===== config.mk =====
export PLATFORM = sky130hd
export DESIGN_NAME = dec_alu
export DESIGN_NICKNAME = d
export VERILOG_FILES = /design/src/rtl/dec_alu_pkg.sv /design/src/rtl/dalu_bcd_valid.sv /design/src/rtl/dalu_nines.sv /design/src/rtl/dalu_bcd_incr.sv /design/src/rtl/dalu_decode.sv /design/src/rtl/dalu_datapath.sv /design/src/rtl/dec_alu.sv
export SDC_FILE = /design/constraint.sdc
export NUM_CORES = 1
export LEC_CHECK = 0
export BUFFER_PORTS_ARGS = -buffer_cell sky130_fd_sc_hd__buf_2
export CAP_MARGIN = 20
export CORE_MARGIN = 1.5
export CORE_UTILIZATION = 25
export CTS_CLUSTER_DIAMETER = 50
export DETAILED_ROUTE_END_ITERATION = 12
export GPL_ROUTABILITY_DRIVEN = 0
export GPL_TIMING_DRIVEN = 0
export PLACE_DENSITY = 0.52
export SLEW_MARGIN = 20
export SYNTH_ARGS = -nofsm -noshare
export SYNTH_HDL_FRONTEND = slang
export SYNTH_SLANG_ARGS = --single-unit

===== constraint.sdc =====
create_clock -name clk -period 5.9 [get_ports clk]
set_input_delay 0.59 -clock clk [delete_from_list [all_inputs] [get_ports clk]]
set_output_delay 0.59 -clock clk [all_outputs]
set_load 0.02 [all_outputs]

===== src/rtl/dec_alu_pkg.sv =====
// Shared types of the decimal register ALU.
// Assumes: words are packed BCD, digit k in bits 4k+3:4k.
package dec_alu_pkg;

    // Function digits of the one-register group.
    localparam logic [3:0] FN_IN  = 4'd0;
    localparam logic [3:0] FN_OUT = 4'd1;
    localparam logic [3:0] FN_CLR = 4'd2;
    localparam logic [3:0] FN_INC = 4'd3;
    localparam logic [3:0] FN_DEC = 4'd4;
    localparam logic [3:0] FN_NEG = 4'd5;
    localparam logic [3:0] FN_SHL = 4'd6;
    localparam logic [3:0] FN_SHR = 4'd7;

    // Which datapath value becomes the result.
    typedef enum logic [2:0] {
        SEL_ZERO = 3'd0,
        SEL_EXT  = 3'd1,
        SEL_PASS = 3'd2,
        SEL_INC  = 3'd3,
        SEL_DEC  = 3'd4,
        SEL_NEG  = 3'd5,
        SEL_SHL  = 3'd6,
        SEL_SHR  = 3'd7
    } res_sel_e;

    // Decoded control for one request.
    typedef struct packed {
        logic     wr;
        logic     x_in;
        logic     x_out;
        logic     bad;
        res_sel_e sel;
    } ctl_t;

endpackage


===== src/rtl/dalu_bcd_valid.sv =====
// Reports whether every nibble of a packed BCD word is a decimal digit.
// Assumes: nothing about the input; any nibble above 9 clears ok_o.
module dalu_bcd_valid #(
    parameter int DIGITS = 4,
    localparam int W = 4 * DIGITS
) (
    input  logic [W-1:0] val_i,
    output logic         ok_o
);
    logic [DIGITS-1:0] dig_ok;

    for (genvar g = 0; g < DIGITS; g++) begin : g_dig
        // One flag per digit: nibble is 0..9.
        assign dig_ok[g] = (val_i[4*g +: 4] <= 4'd9);
    end

    assign ok_o = &dig_ok;
endmodule


===== src/rtl/dalu_nines.sv =====
// Nine's complement of a packed BCD word, digit by digit.
// Assumes: input digits are 0..9.
module dalu_nines #(
    parameter int DIGITS = 4,
    localparam int W = 4 * DIGITS
) (
    input  logic [W-1:0] val_i,
    output logic [W-1:0] val_o
);
    for (genvar g = 0; g < DIGITS; g++) begin : g_dig
        // Each digit becomes 9 minus itself.
        assign val_o[4*g +: 4] = 4'd9 - val_i[4*g +: 4];
    end
endmodule


===== src/rtl/dalu_bcd_incr.sv =====
// Adds one to a packed BCD word modulo 10^DIGITS with a digit carry chain.
// Assumes: input digits are 0..9; the carry out of the top digit is dropped.
module dalu_bcd_incr #(
    parameter int DIGITS = 4,
    localparam int W = 4 * DIGITS
) (
    input  logic [W-1:0] val_i,
    output logic [W-1:0] val_o
);
    logic [DIGITS:0] carry;

    assign carry[0] = 1'b1;

    for (genvar g = 0; g < DIGITS; g++) begin : g_dig
        logic [3:0] d;
        assign d = val_i[4*g +: 4];
        // A carried-into 9 wraps to 0 and passes the carry on.
        assign carry[g+1] = carry[g] & (d == 4'd9);
        // Digit value after the carry is applied.
        assign val_o[4*g +: 4] = !carry[g]      ? d :
                                 (d == 4'd9)    ? 4'd0 :
                                                  4'(d + 4'd1);
    end
endmodule


===== src/rtl/dalu_decode.sv =====
// Turns the function digit and third digit into the control for one request.
// Assumes: ext_ok_i already tells whether the offered input word is valid BCD.
module dalu_decode
    import dec_alu_pkg::*;
(
    input  logic [3:0] code_i,
    input  logic [3:0] mid_i,
    input  logic       ext_ok_i,
    output ctl_t       ctl_o
);
    // Decode: a non-zero third digit or a code of 8 or more is rejected.
    always_comb begin
        ctl_o     = '0;
        ctl_o.sel = SEL_ZERO;
        if (mid_i != 4'd0 || code_i[3]) begin
            ctl_o.bad = 1'b1;
        end else begin
            unique case (code_i)
                FN_IN: begin
                    ctl_o.x_in = 1'b1;
                    if (ext_ok_i) begin
                        ctl_o.wr  = 1'b1;
                        ctl_o.sel = SEL_EXT;
                    end else begin
                        ctl_o.bad = 1'b1;
                    end
                end
                FN_OUT: begin
                    ctl_o.x_out = 1'b1;
                    ctl_o.sel   = SEL_PASS;
                end
                FN_CLR: begin
                    ctl_o.wr  = 1'b1;
                    ctl_o.sel = SEL_ZERO;
                end
                FN_INC: begin
                    ctl_o.wr  = 1'b1;
                    ctl_o.sel = SEL_INC;
                end
                FN_DEC: begin
                    ctl_o.wr  = 1'b1;
                    ctl_o.sel = SEL_DEC;
                end
                FN_NEG: begin
                    ctl_o.wr  = 1'b1;
                    ctl_o.sel = SEL_NEG;
                end
                FN_SHL: begin
                    ctl_o.wr  = 1'b1;
                    ctl_o.sel = SEL_SHL;
                end
                FN_SHR: begin
                    ctl_o.wr  = 1'b1;
                    ctl_o.sel = SEL_SHR;
                end
                default: ctl_o.bad = 1'b1;
            endcase
        end
    end
endmodule


===== src/rtl/dalu_datapath.sv =====
// Computes every candidate result from the operand and picks one.
// Negation is nine's complement plus one; decrement is the nine's
// complement of the negation, so one incrementer serves both.
// Assumes: operand digits are 0..9.
module dalu_datapath
    import dec_alu_pkg::*;
#(
    parameter int DIGITS = 4,
    localparam int W = 4 * DIGITS
) (
    input  logic [W-1:0] operand_i,
    input  logic [W-1:0] ext_i,
    input  res_sel_e     sel_i,
    output logic [W-1:0] result_o
);
    logic [W-1:0] inc_v, nine_v, neg_v, dec_v, shl_v, shr_v;

    dalu_bcd_incr #(.DIGITS(DIGITS)) u_inc   (.val_i(operand_i), .val_o(inc_v));
    dalu_nines    #(.DIGITS(DIGITS)) u_nine  (.val_i(operand_i), .val_o(nine_v));
    dalu_bcd_incr #(.DIGITS(DIGITS)) u_negi  (.val_i(nine_v),    .val_o(neg_v));
    dalu_nines    #(.DIGITS(DIGITS)) u_decn  (.val_i(neg_v),     .val_o(dec_v));

    for (genvar g = 0; g < DIGITS; g++) begin : g_shift
        if (g == 0) begin : g_low
            // Lowest digit: zero fill going up, take the next digit going down.
            assign shl_v[3:0] = 4'd0;
        end else begin : g_up
            assign shl_v[4*g +: 4] = operand_i[4*(g-1) +: 4];
        end
        if (g == DIGITS - 1) begin : g_top
            // Top digit: zero fill going down.
            assign shr_v[4*g +: 4] = 4'd0;
        end else begin : g_dn
            assign shr_v[4*g +: 4] = operand_i[4*(g+1) +: 4];
        end
    end

    // Result select.
    always_comb begin
        unique case (sel_i)
            SEL_EXT:  result_o = ext_i;
            SEL_PASS: result_o = operand_i;
            SEL_INC:  result_o = inc_v;
            SEL_DEC:  result_o = dec_v;
            SEL_NEG:  result_o = neg_v;
            SEL_SHL:  result_o = shl_v;
            SEL_SHR:  result_o = shr_v;
            default:  result_o = '0;
        endcase
    end
endmodule


===== src/rtl/dec_alu.sv =====
// Four-digit decimal register ALU, top level.
// Takes one request per cycle and registers its result and flags, so the
// answer appears one cycle after valid_i. Assumes operand_i is valid BCD;
// ext_i is checked and rejected when a nibble exceeds 9.
module dec_alu
    import dec_alu_pkg::*;
#(
    parameter int DIGITS = 4,
    localparam int W = 4 * DIGITS
) (
    input  logic         clk,
    input  logic         rst_n,
    input  logic         valid_i,
    input  logic [3:0]   code_i,
    input  logic [3:0]   mid_i,
    input  logic [W-1:0] operand_i,
    input  logic [W-1:0] ext_i,
    output logic         done_o,
    output logic [W-1:0] result_o,
    output logic         wr_en_o,
    output logic         xfer_in_o,
    output logic         xfer_out_o,
    output logic         illegal_o
);
    logic         ext_ok;
    ctl_t         ctl;
    logic [W-1:0] res_next;

    dalu_bcd_valid #(.DIGITS(DIGITS)) u_extchk (
        .val_i (ext_i),
        .ok_o  (ext_ok)
    );

    dalu_decode u_dec (
        .code_i   (code_i),
        .mid_i    (mid_i),
        .ext_ok_i (ext_ok),
        .ctl_o    (ctl)
    );

    dalu_datapath #(.DIGITS(DIGITS)) u_dp (
        .operand_i (operand_i),
        .ext_i     (ext_i),
        .sel_i     (ctl.sel),
        .result_o  (res_next)
    );

    // Output register: flags pulse for one cycle per request, result holds.
    always_ff @(posedge clk) begin
        if (!rst_n) begin
            done_o     <= 1'b0;
            result_o   <= '0;
            wr_en_o    <= 1'b0;
            xfer_in_o  <= 1'b0;
            xfer_out_o <= 1'b0;
            illegal_o  <= 1'b0;
        end else begin
            done_o     <= valid_i;
            wr_en_o    <= valid_i & ctl.wr;
            xfer_in_o  <= valid_i & ctl.x_in;
            xfer_out_o <= valid_i & ctl.x_out;
            illegal_o  <= valid_i & ctl.bad;
            if (valid_i) begin
                result_o <= res_next;
            end
        end
    end
endmodule


==> Word-level counts from Yosys, hierarchy flattened <==
Cells that the tools add are included.
{ "word_totals": {"regBits": 21, "latchBits": 0, "ramBits": 0, "rom_bits": 0, "input_bits": 43, "out_inout_bits": 21, "memories": 0} }
{ "op_classes": {"add_sub_neg": 16, "n_mul": 0, "div_mod_pow": 0, "order_cmp": 4, "eq_ne": 22, "n_shift": 0, "mux": 26, "bitwise_logic": 8, "reduce_logical": 6} }
{ "ops": {"columns": ["operator", "n"], "rows": [
  ["16-bit one-hot mux with 7 select lines", 1],
  ["4-bit two-way mux", 14],
  ["4-bit by 1-bit adder with 4-bit output (second input constant)", 8],
  ["4-bit equality test (second input constant)", 8],
  ["4-bit subtractor (first input constant)", 8],
  ["3-bit one-hot mux with 7 select lines", 1],
  ["4-bit by 3-bit equality test with 1-bit output (second input constant)", 4],
  ["4-bit <= comparator (second input constant)", 4],
  ["3-bit equality test (second input constant)", 4],
  ["1-bit bitwise AND", 8],
  ["4-bit by 2-bit equality test with 1-bit output (second input constant)", 2],
  ["7-bit OR reduction", 1],
  ["3-bit by 2-bit equality test with 1-bit output (second input constant)", 2],
  ["1-bit two-way mux", 6],
  ["3-bit two-way mux", 2],
  ["6-bit OR reduction", 1],
  ["4-bit by 1-bit equality test with 1-bit output (second input constant)", 1],
  ["4-bit logical NOT", 1],
  ["1-bit one-hot mux with 2 select lines", 2],
  ["4-bit AND reduction", 1],
  ["4-bit nonzero test", 1],
  ["3-bit by 1-bit equality test with 1-bit output (second input constant)", 1],
  ["1-bit logical OR", 1]
]} }

==> Logic depth before layout (Yosys ltp) <==
{ "logic_depth": {"word_depth": 7, "ltp_mapped": 15} }

==> Hierarchy <==
From an unflattened synthesis, not the netlist that was laid out.
{ "hier_totals": {"cells_unflattened": 357, "hier_area_um2": 2997.9} }
{ "modules_own_cells": {"columns": ["module", "n_inst", "cells_per_inst", "area_per_inst_um2", "seq_area_each_um2"], "rows": [
  ["dalu_datapath", 1, 116, 938.4, 0.0],
  ["dalu_bcd_incr", 2, 54, 419.2, 0.0],
  ["dec_alu", 1, 62, 742.0, 420.4],
  ["dalu_nines", 2, 24, 160.2, 0.0],
  ["dalu_decode", 1, 18, 130.1, 0.0],
  ["dalu_bcd_valid", 1, 5, 28.8, 0.0]
]} }

==> Worst setup path after synthesis <==
Ideal clock, no wire load.
{ "synth_path": {"path_type": "input to register", "from": "input operand_i[0]", "to": "register result_o[11]", "setup_ps": 74, "t_arrival_ps": 2839, "required_time_ps": 5826, "path_slack_ps": 2987, "cell_stages": 15, "n_path_buf": 3, "path_cell_list": "clkbuf_1 inv_1 ha_1 nor2b_1 clkbuf_1 and4_1 buf_2 a21boi_0 nor2_1 ha_1 nor2_1 o21ai_0 a221oi_1 nor4b_1 a31oi_1"} }
{ "synth_via": {"elab_chain_cells": 6} }
{ "synth_rtl": {"columns": ["item", "line_no", "text"], "rows": [
  ["start: declaration", "dec_alu.sv:16", "input logic [W-1:0] operand_i,"],
  ["4-bit subtractor", "dalu_nines.sv:12", "assign val_o[4*g +: 4] = 4'd9 - val_i[4*g +: 4];"],
  ["4-bit equality test", "dalu_bcd_incr.sv:18", "assign carry[g+1] = carry[g] & (d == 4'd9);"],
  ["1-bit bitwise AND", "dalu_bcd_incr.sv:18", null],
  ["4-bit two-way mux", "dalu_bcd_incr.sv:20", "assign val_o[4*g +: 4] = !carry[g] ? d :"],
  ["4-bit subtractor", "dalu_nines.sv:12", null],
  ["16-bit one-hot mux with 7 select lines *", "dalu_datapath.sv:40", "unique case (sel_i)"],
  ["end signal: assignment", "dec_alu.sv:64", "result_o <= res_next;"],
  ["end: declaration", "dec_alu.sv:19", "output logic [W-1:0] result_o,"]
]} }
Every way passes the cells marked *; elsewhere a longest branch is shown, timed or not.
A chain may end at the register's enable or synchronous reset.

==> Worst setup path after layout <==
Ends and elaborated chain as after synthesis.

==> flow_metrics.py <==
metrics = {
    "outcome": {
        "status": "completed",
    },
    "route": {
        "drtIter0Drc": 448,
        "via_per_inst": 5.821,
        "first_pass_iters": 5,
        "wl_per_cell_um": 19.69,
        "ant_nets": 0,
        "vias": 3475,
        "wirelength_um": 11750,
        "drc_errors": 0,
    },
    "setup_path": {
        "reg2regPathDepth": 4,
        "worst_setup_path_end_kind": "flip-flop",
        "worstPathArrival_ns": 3.68,
        "r2r_slack_ns": 4.63,
        "reg2reg_to": "result_o[9]",
        "start_kind": "input port",
        "cp.required_ns": 6.09,
        "critPathKind": "in -> reg",
        "reg2reg_from": "result_o[9]",
        "cp_max_fo": 10,
    },
    "finish": {
        "n_antenna_cell": 0,
        "areaGrowthSynthToFinish_pct": 19.47,
        "multiInputGateArea_mm2": 0.002272,
        "drive_above_1_share_pct": 18.16,
        "fin_nets": 529,
        "register_area_um2": 420.4,
        "num-fill-cells": 1227,
    },
    "synth": {
        "postSynthCellCount": 393,
        "synth_seq_cells": 21,
        "ys_top_cells_by_count": "nand2_1, o21ai_0, nor2_1, ha_1, dfxtp_1",
        "syn_avg_cell_area_um2": 7.310,
        "synth_edf_count": 0,
        "ys_warn_count": 0,
        "synth_xor_area_share_pct": 4.225,
        "synthSimpleGateAreaFrac_pct": 28.57,
        "yosysSeqAreaShare_pct": 14.63,
        "synth_area_leaders": "dfxtp_1, ha_1, o21ai_0, nand2_1, nor2_1",
        "synth_fa_ha_area_share_pct": 12.20,
        "synth.top_cell.area_share_pct": 14.63,
        "syn-num-nets": 464,
        "synthMuxAreaShare_pct": 3.833,
        "yosysMostFrequentCell": "nand2_1",
        "synth_top_family_by_area": "compound AO/OA/AOI/OAI gates",
        "synth_cell_types": 64,
        "synth_top_area_cell": "dfxtp_1",
        "async_flop_share_pct": 0,
        "netlist_area_mm2": 0.002873,
        "synth_ff_type": "dfxtp_1",
        "synth_compound_area_share_pct": 30.10,
    },
    "timing": {
        "finalCriticalPeriod_ns": 3.489,
        "finalHoldViolCount": 0,
        "finalSetupTns_ns": 0,
        "worst_slew_pin_slew_ns": 1.147,
        "finalMaxSlewViolations": 0,
        "slew_headroom_pct": 23.22,
        "finalSetupViolations": 0,
        "fmax_mhz": 286.7,
        "fin_crit_sh_pct": 59.13,
        "rsz0062_at_grt": "false",
        "worst_slack_ns": 2.411,
        "fin_skew_ns": 0,
    },
    "global_routing": {
        "gr-total-overflow": 0,
        "grt_pass1_wl_um": 17660,
        "antenna_found_initial": 0,
        "grt_pass1_vias": 3203,
        "grt_usage_pct": 19.43,
        "grt_max_degree": 12,
    },
    "clocking": {
        "path_clk_slew_ns": 0.07,
        "cts.sinks": 21,
        "postCtsResizedCells": 0,
        "cts_max_level": 1,
        "cts_tree": "built",
        "post_cts_buffers": 0,
        "hold_buffers": 0,
        "clock_latency_ns": 0.27,
        "cts_max_path_buffers": 2,
        "numCtsBuffers": 3,
        "cts_root_buf": "clkbuf_16",
    },
    "floorplan": {
        "core_mm2": 0.01103,
        "rows": 38,
        "die_h_um": 110.2,
        "ios": 64,
        "die_area_mm2": 0.01214,
        "die_w_um": 110.2,
        "initial_core_util_pct": 26.04,
    },
    "run": {
        "maxCapViolCount": 0,
    },
    "min_path": {
        "hp-class": "reg -> reg",
        "whs_endpoint": "result_o[1]",
        "hold_depth": 2,
        "min-delay-start": "result_o[1]",
    },
    "power": {
        "p_total_uw": 446.1,
        "vdd_drop_max_v": 0.00008673,
        "p_per_area_mw_per_mm2": 130.0,
        "leakage_nw": 1.423,
    },
    "placement": {
        "io_buffers": 60,
        "dp_hpwl_um": 9074,
        "place_ws_ns": 2.190,
    },
}
state kept, by name, summed over array words and instances (netlist names):
signal      count
wr_en_o         1
done_o          1
xfer_out_o      1
illegal_o       1
xfer_in_o       1
result_o       16
area by class of cell:
type	count	area share (%)
multi-input cells	332	66.20
flip-flops and latches	21	12.25
repair buffers	60	8.750
well taps	140	5.104
plain buffers	23	3.536
clock buffers	4	2.297
inverters	17	1.859
per-stage QoR:
stage                     std cells  util [%]  instance area (um2)  hold WS (ns)
after floorplan                 393         -                 2873        0.5516
after global placement          593     30.35                 3348        0.4781
after detailed placement        593     30.40                 3353        0.4748
after CTS                       597     31.11                 3432        0.4839
after global routing            597     31.11                 3432        0.5192
final                           597     31.11                 3432        0.4762
worst max-delay path, stage by stage:
cell	delay, ns
buf_2	0.11
clkbuf_1	0.21
inv_1	0.22
ha_1	0.21
nor2b_1	0.14
clkbuf_1	0.29
and4_1	0.24
buf_2	0.24
mux2i_1	0.30
ha_1	0.29
a21oi_1	0.07
a2111oi_0	0.53
nor4b_1	0.10
a31oi_1	0.14
layout by cell type (no fill, tap or decap), types with 5 or more instances in the layout:
cell type,synthesis,routed
nand3_1,14,14
nor4_1,5,5
nor3_1,11,11
and2_1,6,6
a221oi_1,6,6
buf_2,4,64
ha_1,28,28
nor2b_1,15,15
a31oi_1,11,11
mux2i_1,11,11
and3_1,10,10
xnor2_1,8,8
dfxtp_1,21,21
a21oi_1,19,19
clkbuf_1,13,14
inv_1,17,17
nand2_1,35,35
nor2_1,33,33
o21ai_0,34,34
a211oi_1,6,5
metal layers:
layer	GRT usage, %	routed length, um	vias up
met5	0	0	-
met4	6.136	254	0
met3	2.646	1089	22
met2	30.83	5259	189
met1	27.12	5148	1644
li1	-	-	1620
where the power goes:
part,internal (mW),leakage [nW],switching [mW]
combinational,0.0517,1.22,0.0958
clock,0.0926,0.0382,0.0623
sequential,0.143,0.170,0.000496
total,0.288,1.42,0.159
cell families after synthesis:
kind of cell | Yosys count
buf+inv | 40
fa+ha+maj | 28
flops | 21
mux | 11
compound gates | 126
simple gates | 154
xor+xnor | 13
how the worst max path moves through the flow:
stage,slack [ns],end,cells past startpoint,startpoint
detailed placement,2.19,result_o[11],14,operand_i[0]
global placement,2.40,result_o[11],15,operand_i[0]
CTS,2.47,result_o[11],14,operand_i[0]
finish,2.41,result_o[11],14,operand_i[0]
floorplan,2.99,result_o[11],15,operand_i[0]
global route,2.20,result_o[11],14,operand_i[0]
Power figures use the tool's default switching activity.
